File: src/rtl/wdog_pkg.sv
package wdog_pkg;
  localparam int CNT_W = 8;
  localparam int CS_W  = 3;

  typedef enum logic [1:0] {
    SEL_CNT  = 2'd0,
    SEL_CTRL = 2'd1,
    SEL_STAT = 2'd2,
    SEL_NONE = 2'd3
  } wsel_e;

  typedef struct packed {
    logic            por;
    logic            rsten;
    logic            wdmode;
    logic            en;
    logic [CS_W-1:0] cs;
  } ctrl_t;
endpackage

File: src/rtl/wdog_prescale.sv
module wdog_prescale #(
  parameter int CS_W = 3
) (
  input  logic            clk,
  input  logic            rst,
  input  logic            en_i,
  input  logic [CS_W-1:0] cs_i,
  output logic            tick_o
);
  localparam int PRE_W = (1 << CS_W) - 1;

  logic [PRE_W-1:0] pre_q;
  logic [PRE_W-1:0] mask;

  assign mask   = ({{(PRE_W-1){1'b0}}, 1'b1} << cs_i) - 1'b1;
  assign tick_o = en_i && ((pre_q & mask) == mask);

  always_ff @(posedge clk) begin
    if (rst || !en_i) pre_q <= '0;
    else              pre_q <= pre_q + 1'b1;
  end
endmodule

File: src/rtl/wdog_counter.sv
module wdog_counter #(
  parameter int W = 8
) (
  input  logic         clk,
  input  logic         rst,
  input  logic         clr_i,
  input  logic         en_i,
  input  logic         tick_i,
  input  logic         ld_i,
  input  logic [W-1:0] ld_val_i,
  output logic [W-1:0] cnt_o,
  output logic         wrap_o
);
  assign wrap_o = en_i && !clr_i && !ld_i && tick_i && (cnt_o == {W{1'b1}});

  always_ff @(posedge clk) begin
    if (rst || clr_i || !en_i) cnt_o <= '0;
    else if (ld_i)             cnt_o <= ld_val_i;
    else if (tick_i)           cnt_o <= cnt_o + 1'b1;
  end

  AST_DIS_HOLD: assert property (@(posedge clk) disable iff (rst)
    !en_i |=> cnt_o == '0);
  AST_LOAD: assert property (@(posedge clk) disable iff (rst)
    (ld_i && en_i && !clr_i) |=> cnt_o == $past(ld_val_i));
endmodule

File: src/rtl/wdog_pulse.sv
module wdog_pulse #(
  parameter int W = 10
) (
  input  logic         clk,
  input  logic         rst,
  input  logic         clr_i,
  input  logic         start_i,
  input  logic [W-1:0] len_i,
  output logic         act_o
);
  logic [W-1:0] left_q;

  always_ff @(posedge clk) begin
    if (rst || clr_i) begin
      act_o  <= 1'b0;
      left_q <= '0;
    end else if (start_i && !act_o) begin
      act_o  <= 1'b1;
      left_q <= len_i - 1'b1;
    end else if (act_o) begin
      if (left_q == '0) act_o  <= 1'b0;
      else              left_q <= left_q - 1'b1;
    end
  end

  AST_PULSE_HOLD: assert property (@(posedge clk) disable iff (rst)
    (act_o && left_q != '0 && !clr_i) |=> act_o);
  AST_NO_RETRIG: assert property (@(posedge clk) disable iff (rst)
    (act_o && left_q != '0 && !clr_i) |=> left_q == $past(left_q) - 1'b1);
endmodule

File: src/rtl/wdog_rstgen.sv
module wdog_rstgen
  import wdog_pkg::*;
#(
  parameter int OVF_LONG  = 132,
  parameter int OVF_SHORT = 130,
  parameter int RST_LEN   = 518
) (
  input  logic             clk,
  input  logic             rst,
  input  logic             ext_rst_i,
  input  logic             wr_en_i,
  input  logic [1:0]       wr_sel_i,
  input  logic [7:0]       wr_data_i,
  output logic [CNT_W-1:0] cnt_o,
  output logic             ovf_pulse_o,
  output logic             sys_rst_o,
  output logic             sys_rst_por_o,
  output logic             ovf_flag_o,
  output logic             ivl_flag_o,
  output logic             irq_o
);
  localparam int PW = $clog2(RST_LEN + 1);

  ctrl_t      ctrl_q;
  logic       tick, wrap, busy, wd_ovf;
  logic       wr_cnt, wr_ctrl, wr_stat;
  logic [PW-1:0] ovf_len;
  logic       unused_bit;

  assign unused_bit = wr_data_i[7];
  assign wr_cnt  = wr_en_i && (wr_sel_i == SEL_CNT);
  assign wr_ctrl = wr_en_i && (wr_sel_i == SEL_CTRL);
  assign wr_stat = wr_en_i && (wr_sel_i == SEL_STAT);

  always_ff @(posedge clk) begin
    if (rst)          ctrl_q <= '0;
    else if (wr_ctrl) ctrl_q <= ctrl_t'(wr_data_i[6:0]);
  end

  wdog_prescale #(.CS_W(CS_W)) u_pre (
    .clk(clk), .rst(rst), .en_i(ctrl_q.en), .cs_i(ctrl_q.cs), .tick_o(tick)
  );

  wdog_counter #(.W(CNT_W)) u_cnt (
    .clk(clk), .rst(rst), .clr_i(ext_rst_i), .en_i(ctrl_q.en), .tick_i(tick),
    .ld_i(wr_cnt), .ld_val_i(wr_data_i[CNT_W-1:0]), .cnt_o(cnt_o), .wrap_o(wrap)
  );

  assign busy    = ovf_pulse_o || sys_rst_o;
  assign wd_ovf  = wrap && ctrl_q.wdmode && !busy;
  assign ovf_len = ctrl_q.rsten ? PW'(OVF_LONG) : PW'(OVF_SHORT);

  wdog_pulse #(.W(PW)) u_ovf_pulse (
    .clk(clk), .rst(rst), .clr_i(ext_rst_i), .start_i(wd_ovf),
    .len_i(ovf_len), .act_o(ovf_pulse_o)
  );

  wdog_pulse #(.W(PW)) u_rst_pulse (
    .clk(clk), .rst(rst), .clr_i(ext_rst_i), .start_i(wd_ovf && ctrl_q.rsten),
    .len_i(PW'(RST_LEN)), .act_o(sys_rst_o)
  );

  always_ff @(posedge clk) begin
    if (rst || ext_rst_i)              sys_rst_por_o <= 1'b0;
    else if (wd_ovf && ctrl_q.rsten)   sys_rst_por_o <= ctrl_q.por;
  end

  always_ff @(posedge clk) begin
    if (rst || ext_rst_i) begin
      ovf_flag_o <= 1'b0;
      ivl_flag_o <= 1'b0;
    end else begin
      if (wrap && ctrl_q.wdmode)            ovf_flag_o <= 1'b1;
      else if (wr_stat && !wr_data_i[0])    ovf_flag_o <= 1'b0;
      if (wrap && !ctrl_q.wdmode)           ivl_flag_o <= 1'b1;
      else if (wr_stat && !wr_data_i[1])    ivl_flag_o <= 1'b0;
    end
  end

  assign irq_o = ivl_flag_o;

  AST_RST_ALIGN: assert property (@(posedge clk) disable iff (rst)
    $rose(sys_rst_o) |-> $rose(ovf_pulse_o));
  AST_FLAG_STICKY: assert property (@(posedge clk) disable iff (rst)
    (ovf_flag_o && !ext_rst_i && !(wr_stat && !wr_data_i[0])) |=> ovf_flag_o);
  AST_EXT_WINS: assert property (@(posedge clk) disable iff (rst)
    ext_rst_i |=> (!ovf_flag_o && !ovf_pulse_o && !sys_rst_o && cnt_o == '0));
  AST_IVL_QUIET: assert property (@(posedge clk) disable iff (rst)
    $rose(ivl_flag_o) |-> !$rose(ovf_pulse_o));
endmodule

File: config.mk
export PLATFORM = sky130hd
export DESIGN_NAME = wdog_rstgen
export DESIGN_NICKNAME = d
export VERILOG_FILES = /design/src/rtl/wdog_pkg.sv /design/src/rtl/wdog_prescale.sv /design/src/rtl/wdog_counter.sv /design/src/rtl/wdog_pulse.sv /design/src/rtl/wdog_rstgen.sv
export SDC_FILE = /design/constraint.sdc
export NUM_CORES = 1
export LEC_CHECK = 0
export ABC_AREA = 1
export BUFFER_PORTS_ARGS = -buffer_cell sky130_fd_sc_hd__buf_2
export CELL_PAD_IN_SITES_DETAIL_PLACEMENT = 1
export CELL_PAD_IN_SITES_GLOBAL_PLACEMENT = 1
export CORE_UTILIZATION = 35
export DETAILED_ROUTE_END_ITERATION = 6
export PLACE_DENSITY = 0.7
export SETUP_SLACK_MARGIN = 0.02
export SLEW_MARGIN = 20
export SYNTH_ARGS = -nofsm -noshare
export SYNTH_HDL_FRONTEND = slang
export SYNTH_SLANG_ARGS = --single-unit
File: constraint.sdc
create_clock -name clk -period 3.85 [get_ports clk]
set_input_delay 0.385 -clock clk [delete_from_list [all_inputs] [get_ports clk]]
set_output_delay 0.385 -clock clk [all_outputs]
set_load 0.03 [all_outputs]
# After elaboration in Yosys (flattened, before gate mapping)
# Cells that the tools add are included.
dict set report totals {
  ff_bits 47
  romBits 0
  mem_count 0
  input_bits 14
  ram_bits 0
  latchBits 0
  elab_cells 90
}
dict set report op_classes {
  div_mod_pow 0
  n_mux 19
  mul 0
  n_addsub 6
  n_bitwise 2
  n_reduce_logical 41
  eq_ne 6
  shift 1
  magnitude_cmp 0
}
# op n
set ops {}
lappend ops {{10-bit 2-to-1 mux} 6}
lappend ops {{10-bit logical NOT} 2}
lappend ops {{10-bit by 1-bit subtractor with 10-bit output, second input constant} 2}
lappend ops {{1-bit logical AND} 16}
lappend ops {{8-bit 2-to-1 mux} 2}
lappend ops {{1-bit 2-to-1 mux} 10}
lappend ops {{2-bit nonzero test} 5}
lappend ops {{1-bit logical NOT} 9}
lappend ops {{8-bit by 1-bit subtractor with 9-bit output, second input constant} 1}
lappend ops {{8-bit by 1-bit adder with 8-bit output, second input constant} 1}
lappend ops {{8-bit equality test, second input constant} 1}
lappend ops {{7-bit by 1-bit adder with 7-bit output, second input constant} 1}
lappend ops {{7-bit AND} 1}
lappend ops {{7-bit equality test} 1}
lappend ops {{1-bit by 3-bit left shift with 7-bit output, first input constant} 1}
lappend ops {{7-bit by 1-bit subtractor with 7-bit output, second input constant} 1}
lappend ops {{2-bit AND reduction} 3}
lappend ops {{1-bit logical OR} 4}
lappend ops {{2-bit by 1-bit inequality test with 1-bit output, second input constant} 2}
lappend ops {{3-bit 2-to-1 mux} 1}
lappend ops {{2-bit by 1-bit equality test with 1-bit output, second input constant} 1}
lappend ops {{2-bit equality test, second input constant} 1}
lappend ops {{2-bit logical NOT} 1}
lappend ops {{2-bit OR reduction} 1}
lappend ops {{1-bit inverter} 1}

# Longest topological paths before layout
# Gate-level depths: netlist (run 1).
dict set report logic_depth {
  word_depth 13
  mapped_depth 13
  ltp_nobuf 13
}

# Modules after synthesis
# A second synthesis (run 1) with hierarchy kept.
dict set report unflattened {
  cells_unflattened 501
  area_unflattened_um2 3115.5
}
# module cells_per_inst n_inst area_each_um2
set by_module_without_submodules {}
lappend by_module_without_submodules {wdog_pulse 153 2 894.6}
lappend by_module_without_submodules {wdog_counter 78 1 526.8}
lappend by_module_without_submodules {wdog_rstgen 65 1 440.4}
lappend by_module_without_submodules {wdog_prescale 52 1 359.1}

# Worst setup path after synthesis (run 1)
# Ideal clock, no wire load.
dict set report synth_path {
  kind {reg2reg}
  startpoint {register u_cnt.cnt_o[1]}
  endpoint {register u_ovf_pulse.left_q[2]}
  path_slack_ns 1.957
  stages_incl_launch_ff 12
  t_arrival_ns 1.761
  required_time_ns 3.718
  n_path_buf 1
  synth_period_minus_slack_ns 1.893
  cell_sequence {dfxtp_1 ha_1 nand2_1 nor2_4 nand2_2 nor2_4 nand3_2 nor2_4 nand3_2 buf_6 nand3_1 a21oi_1}
}
dict set report synth_between {
  elab_chain_cells 7
  word_cells_on_any_way 9
  classes_between {eq/ne: 2; mux: 1; reduce/logical: 6}
}
# item line
set synth_rtl {}
lappend synth_rtl {{start, declared} wdog_counter.sv:11} ;# output logic [W-1:0] cnt_o,
lappend synth_rtl {{start signal, assigned} wdog_counter.sv:18} ;# else if (ld_i) cnt_o <= ld_val_i;
lappend synth_rtl {{start signal, assigned} wdog_counter.sv:19} ;# else if (tick_i) cnt_o <= cnt_o + 1'b1;
lappend synth_rtl {{8-bit equality test (*)} wdog_counter.sv:14} ;# assign wrap_o = en_i && !clr_i && !ld_i && tick_i && (cnt_o == {W{1'b1}});
lappend synth_rtl {{1-bit logical AND (*)} wdog_counter.sv:14}
lappend synth_rtl {{1-bit logical AND (*) (2 in a row)} wdog_rstgen.sv:50} ;# assign wd_ovf = wrap && ctrl_q.wdmode && !busy;
lappend synth_rtl {{1-bit logical AND (*)} wdog_pulse.sv:17} ;# end else if (start_i && !act_o) begin
lappend synth_rtl {{2-bit by 1-bit inequality test with 1-bit output (no source line) or 2-bit nonzero test (tied branches)} n/a}
lappend synth_rtl {{2-bit AND reduction (no source line)} n/a}
lappend synth_rtl {{end signal, assigned} wdog_pulse.sv:19} ;# left_q <= len_i - 1'b1;
lappend synth_rtl {{end signal, assigned} wdog_pulse.sv:22} ;# else left_q <= left_q - 1'b1;
lappend synth_rtl {{end, declared} wdog_pulse.sv:11} ;# logic [W-1:0] left_q;
# Every way passes the cells marked *; elsewhere a longest branch is shown, timed or not.
# A chain may end at the register's enable or synchronous reset.

# Final worst setup path (run 1)
dict set report layout_path {
  startpoint {register u_ovf_pulse.left_q[0]}
  endpoint {register u_ovf_pulse.left_q[6]}
}
dict set report layout_between {
  elab_chain_cells 4
  word_cells_on_any_way 7
  classes_between {add/sub: 1; eq/ne: 1; mux: 3; reduce/logical: 2}
}
# item line
set layout_rtl {}
lappend layout_rtl {{10-bit by 1-bit subtractor with 10-bit output} wdog_pulse.sv:22}
lappend layout_rtl {{10-bit 2-to-1 mux} wdog_pulse.sv:21} ;# if (left_q == '0) act_o <= 1'b0;
lappend layout_rtl {{10-bit 2-to-1 mux} wdog_pulse.sv:20} ;# end else if (act_o) begin
lappend layout_rtl {{10-bit 2-to-1 mux} wdog_pulse.sv:17}
# Parallel ways exist; a longest one is shown, timed or not. The select of a mux whose other input is x is not followed.

==> flow_metrics.tcl, run 1 <==
set metrics [dict create \
    layout-drive-gt1-share_pct 14.1 \
    shortest_clock_period_the_worst_path_allows_after_layout_ps 1970 \
    maxCapViolations 0 \
    yosys.cell_types.count 38 \
    grt-ovfl-total 0 \
    finalCritPeriodShare_pct 51.3 \
    first_pass_iters 4 \
    post_cts_hold_buffer_count 0 \
    hold_class "in -> reg" \
    hold_violations 0 \
    port_buffers 27 \
    die_area_mm2 0.00730 \
    synthesis_warnings 0 \
    clock_insertion_delay_worst_skew_ps 310 \
    ctsResizeCount 0 \
    timing.clock.skew_ps 6.13 \
    cts.path.max_buffers 2 \
    critical_path_launch_point_type "flop" \
    layout.filler_cells 887 \
    antenna_violating_nets_remaining 0 \
    timing.critical_path.to_type "flop" \
    final_critical_path_setup_slack_ps 1880 \
    grt_setup_unrepaired "false" \
    first_global_vias 2264 \
    layout.cell_area.non_filler_mm2 0.00273 \
    area.growth.synth_to_final_pct 12.2 \
    globalplace.congestion 0.740 \
    max_transition_viols_final 0 \
    slew_headroom_pct 66.2 \
    ir_worst_vdd_mv 0.152 \
    synth-seq-area-share_pct 38.6 \
    syn-cell-area_mm2 0.00244 \
    detail_route.drc_violations 0 \
    netlist_instances 338 \
    worstRegToRegCells 9 \
    avgSynthCellArea_um2 7.21 \
    critical_path_required_ps 4080 \
    routed_wire_length_um 6020 \
    initial_core_util_pct 36.1 \
    diodes 0 \
    power.density_mw_per_mm2 310 \
    initialDrtViolationCount 67 \
    core_area_mm2 0.00676 \
    grt.total_usage_pct 17.9 \
    clock_slew_at_reported_path_ffs_ps 90 \
    fmax_mhz 507 \
    dr_total_vias 2289 \
    detailedPlace.worstSlack_ps 1830 \
    floorplan.io_pins 28 \
    clock_tree.htree_level_count 2 \
    whs_endpoint "ctrl_q[5]" \
    wl_per_cell_um 13.4 \
    report.power.total_mw 0.846 \
    synth.ff_latch_count 47 \
    grt_first_pass_wirelength_um 10500 \
    crit-reg2reg-capture "u_ovf_pulse.left_q[6]" \
    detailedPlacementHpwl_um 4590 \
    regToRegSetupSlack_ps 1880 \
    tns_ps 0 \
    cts.root.buffer_cell "sky130_fd_sc_hd__clkbuf_8" \
    cts.repair_timing.setup_buffer_count 0 \
    worst-setup-path-type "reg -> reg" \
    route.detailed.vias_per_inst 5.11 \
    power_leakage_nw 1.07 \
    cts.sinks 47 \
    dpl_cell_area_mm2 0.00264 \
    crit-reg2reg-launch "u_ovf_pulse.left_q[0]" \
    cts_buffers 5 \
    tightestPinTransition_ps 504 \
    row_count 30 \
    timing.hold.worst_path_depth 3 \
    status "finished, final reports clean" \
    setup-violations-final 0 \
    synth.net_count 356 \
    worstPathArrival_ps 2200 \
    hp-start "wr_data_i[5]" \
    die-height_um 85.4 \
    tritoncts_clock_tree "done" \
    layout_nets 385 \
    fp.dieW_um 85.4 \
    pin_count_of_the_biggest_net_entering_global_routing 18 \
    cp_max_fo 11 \
    number_of_antenna_violations_at_the_first_check_in_global_routing 0 \
]
==> worst max-delay path: stages (launching register included) <==
cell and delay (ps):
sky130_fd_sc_hd__dfxtp_1 320, sky130_fd_sc_hd__inv_1 120, sky130_fd_sc_hd__ha_1 220, sky130_fd_sc_hd__nand2_1 100, sky130_fd_sc_hd__nor2_1 190, sky130_fd_sc_hd__nand3_1 90, sky130_fd_sc_hd__and2_1 280, sky130_fd_sc_hd__inv_1 290
sky130_fd_sc_hd__nand3_1 130, sky130_fd_sc_hd__a21oi_1 150
==> registers in the layout, summed over array words and instances (netlist names), 7 cells and up <==
register	cells
u_rst_pulse.left_q	10
u_cnt.cnt_o	8
u_pre.pre_q	7
u_ovf_pulse.left_q	10
ctrl_q	7
==> synth_stat cells <==
master / number / area, µm²
sky130_fd_sc_hd__nand2_1: 68 / 255
sky130_fd_sc_hd__dfxtp_1: 47 / 941
sky130_fd_sc_hd__nor2_1: 43 / 161
sky130_fd_sc_hd__inv_1: 36 / 135
sky130_fd_sc_hd__a21oi_1: 30 / 150
sky130_fd_sc_hd__nand3_1: 28 / 140
sky130_fd_sc_hd__xor2_1: 13 / 114
sky130_fd_sc_hd__o21ai_0: 9 / 45.0
sky130_fd_sc_hd__a31oi_1: 8 / 50.1
sky130_fd_sc_hd__nor3_1: 6 / 30.0
sky130_fd_sc_hd__nand4_1: 5 / 31.3
sky130_fd_sc_hd__ha_1: 4 / 50.1
sky130_fd_sc_hd__nand2_2: 3 / 18.8
sky130_fd_sc_hd__nand3_2: 3 / 30.0
sky130_fd_sc_hd__nor2_4: 3 / 33.8
sky130_fd_sc_hd__xnor2_1: 3 / 26.3
sky130_fd_sc_hd__a211oi_1: 2 / 15.0
sky130_fd_sc_hd__buf_2: 2 / 10.0
sky130_fd_sc_hd__clkinv_1: 2 / 7.51
sky130_fd_sc_hd__inv_2: 2 / 7.51
sky130_fd_sc_hd__o2111ai_1: 2 / 17.5
sky130_fd_sc_hd__o41ai_1: 2 / 17.5
sky130_fd_sc_hd__or2_2: 2 / 12.5
sky130_fd_sc_hd__a21boi_1: 1 / 7.51
sky130_fd_sc_hd__a221oi_1: 1 / 8.76
sky130_fd_sc_hd__a2bb2oi_1: 1 / 8.76
sky130_fd_sc_hd__and2_1: 1 / 6.26
sky130_fd_sc_hd__buf_1: 1 / 3.75
sky130_fd_sc_hd__buf_4: 1 / 7.51
sky130_fd_sc_hd__buf_6: 1 / 11.3
sky130_fd_sc_hd__clkbuf_1: 1 / 3.75
sky130_fd_sc_hd__nand4_4: 1 / 21.3
sky130_fd_sc_hd__nor2_2: 1 / 6.26
sky130_fd_sc_hd__nor2_8: 1 / 20.0
sky130_fd_sc_hd__nor3_2: 1 / 10.0
sky130_fd_sc_hd__nor3b_1: 1 / 7.51
sky130_fd_sc_hd__o211ai_1: 1 / 7.51
sky130_fd_sc_hd__or2_0: 1 / 6.26
==> cell usage in the layout, fill, tap and decap left out, types with 3 or more instances in the layout <==
master	instances
sky130_fd_sc_hd__a21oi_1	30
sky130_fd_sc_hd__a31oi_1	8
sky130_fd_sc_hd__buf_2	27
sky130_fd_sc_hd__clkbuf_8	5
sky130_fd_sc_hd__dfxtp_1	47
sky130_fd_sc_hd__ha_1	4
sky130_fd_sc_hd__inv_1	36
sky130_fd_sc_hd__nand2_1	68
sky130_fd_sc_hd__nand2_2	3
sky130_fd_sc_hd__nand3_1	28
sky130_fd_sc_hd__nand3_2	3
sky130_fd_sc_hd__nand4_1	5
sky130_fd_sc_hd__nor2_1	43
sky130_fd_sc_hd__nor2_4	3
sky130_fd_sc_hd__nor3_1	6
sky130_fd_sc_hd__o21ai_0	9
sky130_fd_sc_hd__xnor2_1	3
sky130_fd_sc_hd__xor2_1	13
==> worst max path at each step <==
stage	startpoint	to	cells after the start
after floorplan	u_cnt.cnt_o[1]	u_ovf_pulse.left_q[2]	11
after detailed placement	wr_en_i	u_ovf_pulse.left_q[1]	12
final	u_ovf_pulse.left_q[0]	u_ovf_pulse.left_q[6]	9
after CTS	u_ovf_pulse.left_q[0]	u_ovf_pulse.left_q[6]	9
after global routing	u_ovf_pulse.left_q[0]	u_ovf_pulse.left_q[5]	9
after global placement	wr_en_i	u_ovf_pulse.left_q[1]	12
==> metrics by stage <==
step	cells	hold slack [ps]	utilization, %
finish	448	354	40.4
global placement	440	461	39.1
detailed placement	440	463	39.1
global route	448	362	40.4
CTS	448	344	40.4
floorplan	338	441	-
==> final cells by class <==
class	count	area (µm²)	area share, %
multi-input cells	245	1310	47.9
flip-flops and latches	47	941	34.4
inverters	40	150	5.49
repair buffers	28	143	5.22
well taps	80	100	3.66
clock buffers	6	72.6	2.66
clock inverters	2	17.5	0.641
==> kinds of logic after synthesis <==
kind of cell	Yosys count	share of synthesized area, %
AOI/OAI and AO/OA	57	13.5
DFF	47	38.6
and+or+nand+nor	168	32.5
adders and majority gates	4	2.05
xor gates and xnor gates	16	5.75
buffers and inverters	46	7.65
==> layer usage <==
metal	share of wire [%]	vias up	routed length (µm)	track usage (%)
met2	47	29	2840	30.0
li1	-	1167	-	-
met4	0.90	0	54	5.00
met1	49	1088	2920	23.7
met3	3.4	5	202	3.21
met5	0	-	0	0
==> where the power goes <==
part / switching (mW) / internal [mW]
registers: 0.00370 / 0.489
clock network: 0.179 / 0.131
logic: 0.0308 / 0.0134
Power figures use the tool's default switching activity.
==> run 2: changes to the inputs <==
--- a/config.mk
+++ b/config.mk
@@ -11,7 +11,7 @@
 export CELL_PAD_IN_SITES_GLOBAL_PLACEMENT = 1
 export CORE_UTILIZATION = 35
 export DETAILED_ROUTE_END_ITERATION = 6
-export PLACE_DENSITY = 0.7
+export PLACE_DENSITY = 0.72
 export SETUP_SLACK_MARGIN = 0.02
 export SLEW_MARGIN = 20
 export SYNTH_ARGS = -nofsm -noshare
==> constraint.sdc (replaced) <==
create_clock -name clk -period 1.78 [get_ports clk]
set_input_delay 0.178 -clock clk [delete_from_list [all_inputs] [get_ports clk]]
set_output_delay 0.178 -clock clk [all_outputs]
set_load 0.03 [all_outputs]
==> flow_metrics.tcl, run 2 (synthesis gave the netlist of run 1 again) <==
set metrics [dict create \
    status "finished, final reports clean" \
    crit_chain "ha_4, nand2_2, nor2_4, nand2_2, nor2_4, nand3_2, nor2_4, nand3_4, clkbuf_16, nand3_1, a21oi_1" \
    slew_headroom_pct 63.5 \
    finish.utilization_pct 45.5 \
    fmax_mhz 564 \
    fp.dieW_um 85.4 \
    multiInputGateArea_mm2 0.00137 \
    critical_path_launch_point_type "flop" \
    grt.total_usage_pct 20.2 \
    layout.filler_cells 883 \
    layout-drive-gt1-share_pct 25.2 \
    wl_per_cell_um 14.5 \
    hold_violations 0 \
    diodes 0 \
    pin_count_of_the_biggest_net_entering_global_routing 17 \
    tns_ps 0 \
    whs_endpoint "u_cnt.cnt_o[0]" \
    detailedPlacementHpwl_um 5260 \
    die-height_um 85.4 \
    number_of_antenna_violations_at_the_first_check_in_global_routing 0 \
    antenna_violating_nets_remaining 0 \
    port_buffers 27 \
    tightestPinTransition_ps 546 \
    timing.clock.skew_ps 9.79 \
    area.growth.synth_to_final_pct 26.2 \
    clock_insertion_delay_worst_skew_ps 310 \
    row_count 30 \
    max_transition_viols_final 0 \
    critical_path_required_ps 1970 \
    post_cts_hold_buffer_count 0 \
    cts.path.max_buffers 2 \
    die_area_mm2 0.00730 \
    worstRegToRegCells 11 \
    initial_core_util_pct 36.1 \
    tritoncts_clock_tree "done" \
    routed_wire_length_um 6990 \
    shortest_clock_period_the_worst_path_allows_after_layout_ps 1770 \
    finalCritPeriodShare_pct 99.7 \
    globalplace.congestion 0.805 \
    highest_count_cells_in_the_layout_ignoring_fill_and_taps "sky130_fd_sc_hd__nand2_1, sky130_fd_sc_hd__dfxtp_1, sky130_fd_sc_hd__nor2_1" \
    clock_slew_at_reported_path_ffs_ps 90 \
    final-seq-area_um2 951 \
    worst-setup-path-type "reg -> reg" \
    power.density_mw_per_mm2 597 \
    cts.root.buffer_cell "sky130_fd_sc_hd__clkbuf_8" \
    timing.critical_path.to_type "flop" \
    hp-start "wr_data_i[0]" \
    cp_max_fo 5 \
    biggestRegsByFlops "u_ovf_pulse.left_q (10), u_rst_pulse.left_q (10), u_cnt.cnt_o (8)" \
    power_leakage_nw 1.25 \
    core_area_mm2 0.00676 \
    floorplan.io_pins 28 \
    cp_common_cell "sky130_fd_sc_hd__nor2_4" \
    worstPathArrival_ps 1970 \
    dr_total_vias 2449 \
    setup-violations-final 0 \
    grt_setup_unrepaired "true" \
    cpMaxStageDelayCell "sky130_fd_sc_hd__dfxtp_4" \
    initialDrtViolationCount 88 \
    maxCapViolations 0 \
    cts.sinks 47 \
    crit-reg2reg-capture "u_ovf_pulse.left_q[8]" \
    layout_nets 418 \
    first_global_vias 2549 \
    route.detailed.vias_per_inst 5.09 \
    cts_buffers 5 \
    first_pass_iters 4 \
    hold_class "in -> reg" \
    clock_tree.htree_level_count 2 \
    grt_first_pass_wirelength_um 11800 \
    critPathMaxStageDelay_ps 370 \
    ir_worst_vdd_mv 0.457 \
    layout.cells.most_common "sky130_fd_sc_hd__nand2_1" \
    grt-ovfl-total 0 \
    crit-reg2reg-launch "u_cnt.cnt_o[0]" \
    timing.hold.worst_path_depth 3 \
    detail_route.drc_violations 0 \
    regToRegSetupSlack_ps 5 \
]
==> run 2: cell count changes in the layout (fill, tap and decap cells not counted), moves of 2 or more <==
cell | before | now
sky130_fd_sc_hd__buf_4 | 1 | 32
sky130_fd_sc_hd__clkinv_4 | 2 | 0
sky130_fd_sc_hd__dfxtp_4 | 0 | 2
sky130_fd_sc_hd__nand2_1 | 68 | 66
sky130_fd_sc_hd__nand3_1 | 28 | 26
sky130_fd_sc_hd__a21oi_2 | 0 | 3
sky130_fd_sc_hd__a21oi_1 | 30 | 27
sky130_fd_sc_hd__nor2_1 | 43 | 41
sky130_fd_sc_hd__nand2_2 | 3 | 5
sky130_fd_sc_hd__dfxtp_2 | 0 | 2
sky130_fd_sc_hd__dfxtp_1 | 47 | 43
==> run 2: layer usage <==
metal | part of all wire (%) | global-route usage (%)
met1 | 46 | 25.7
met5 | 0 | 0
met4 | 0.90 | 5.30
met2 | 50 | 35.5
met3 | 2.5 | 3.11
==> run 2: layout make-up <==
class | instances | share of cell area, %
clock buffers | 6 | 2.36
flip-flops and latches | 47 | 30.9
multi-input cells | 245 | 44.5
inverters | 40 | 4.88
repair buffers | 61 | 13.7
clock inverters | 2 | 0.407
well taps | 80 | 3.26
==> run 2: worst max-delay path: cells and delay by family, from the launching register on <==
family,cells,cell delay [ps]
AOI/OAI and AO/OA,1,60
adders and majority gates,1,140
buffers and inverters,1,190
DFF,1,370
and+or+nand+nor,8,890
==> run 2: metrics by stage <==
stage                     std cells  area (µm²)  setup slack, ps  hold WS, ps  total power, mW
after floorplan                 338        2440             20.3          325             1.14
after global placement          469        2880              131          457             1.20
after detailed placement        469        2880             60.0          468             1.20
after CTS                       477        2960             37.2          138             1.85
after global routing            481        3070             -105          148             1.92
final                           481        3070             5.42          149             1.84
==> run 2: worst max path at each step <==
stage	from	endpoint	slack, ps	cells past startpoint
6_report	u_cnt.cnt_o[0]	u_ovf_pulse.left_q[8]	5	11
5_1_grt	u_cnt.cnt_o[1]	u_ovf_pulse.left_q[1]	-100	12
4_1_cts	u_cnt.cnt_o[0]	u_ovf_pulse.left_q[1]	40	12
3_5_place_dp	u_cnt.cnt_o[0]	u_ovf_pulse.left_q[1]	60	12
3_3_place_gp	u_cnt.cnt_o[0]	u_ovf_pulse.left_q[6]	130	9
2_1_floorplan	u_cnt.cnt_o[0]	u_ovf_pulse.left_q[2]	20	11
==> run 2: what timing repair did <==
item | CTS | global route
endpoints found under the setup margin | 5 | 20
gates resized for setup | 1 | 18
buffers inserted | 0 | 3
pin swaps | 1 | 7
gates cloned | 0 | 1
==> run 2: power by group <==
part | total [mW] | internal [mW] | switching, mW | leakage [nW]
clock | 0.660 | 0.276 | 0.384 | 0.0412
combinational | 0.114 | 0.0403 | 0.0736 | 0.829
sequential | 1.06 | 1.05 | 0.00784 | 0.382
total | 1.84 | 1.37 | 0.466 | 1.25
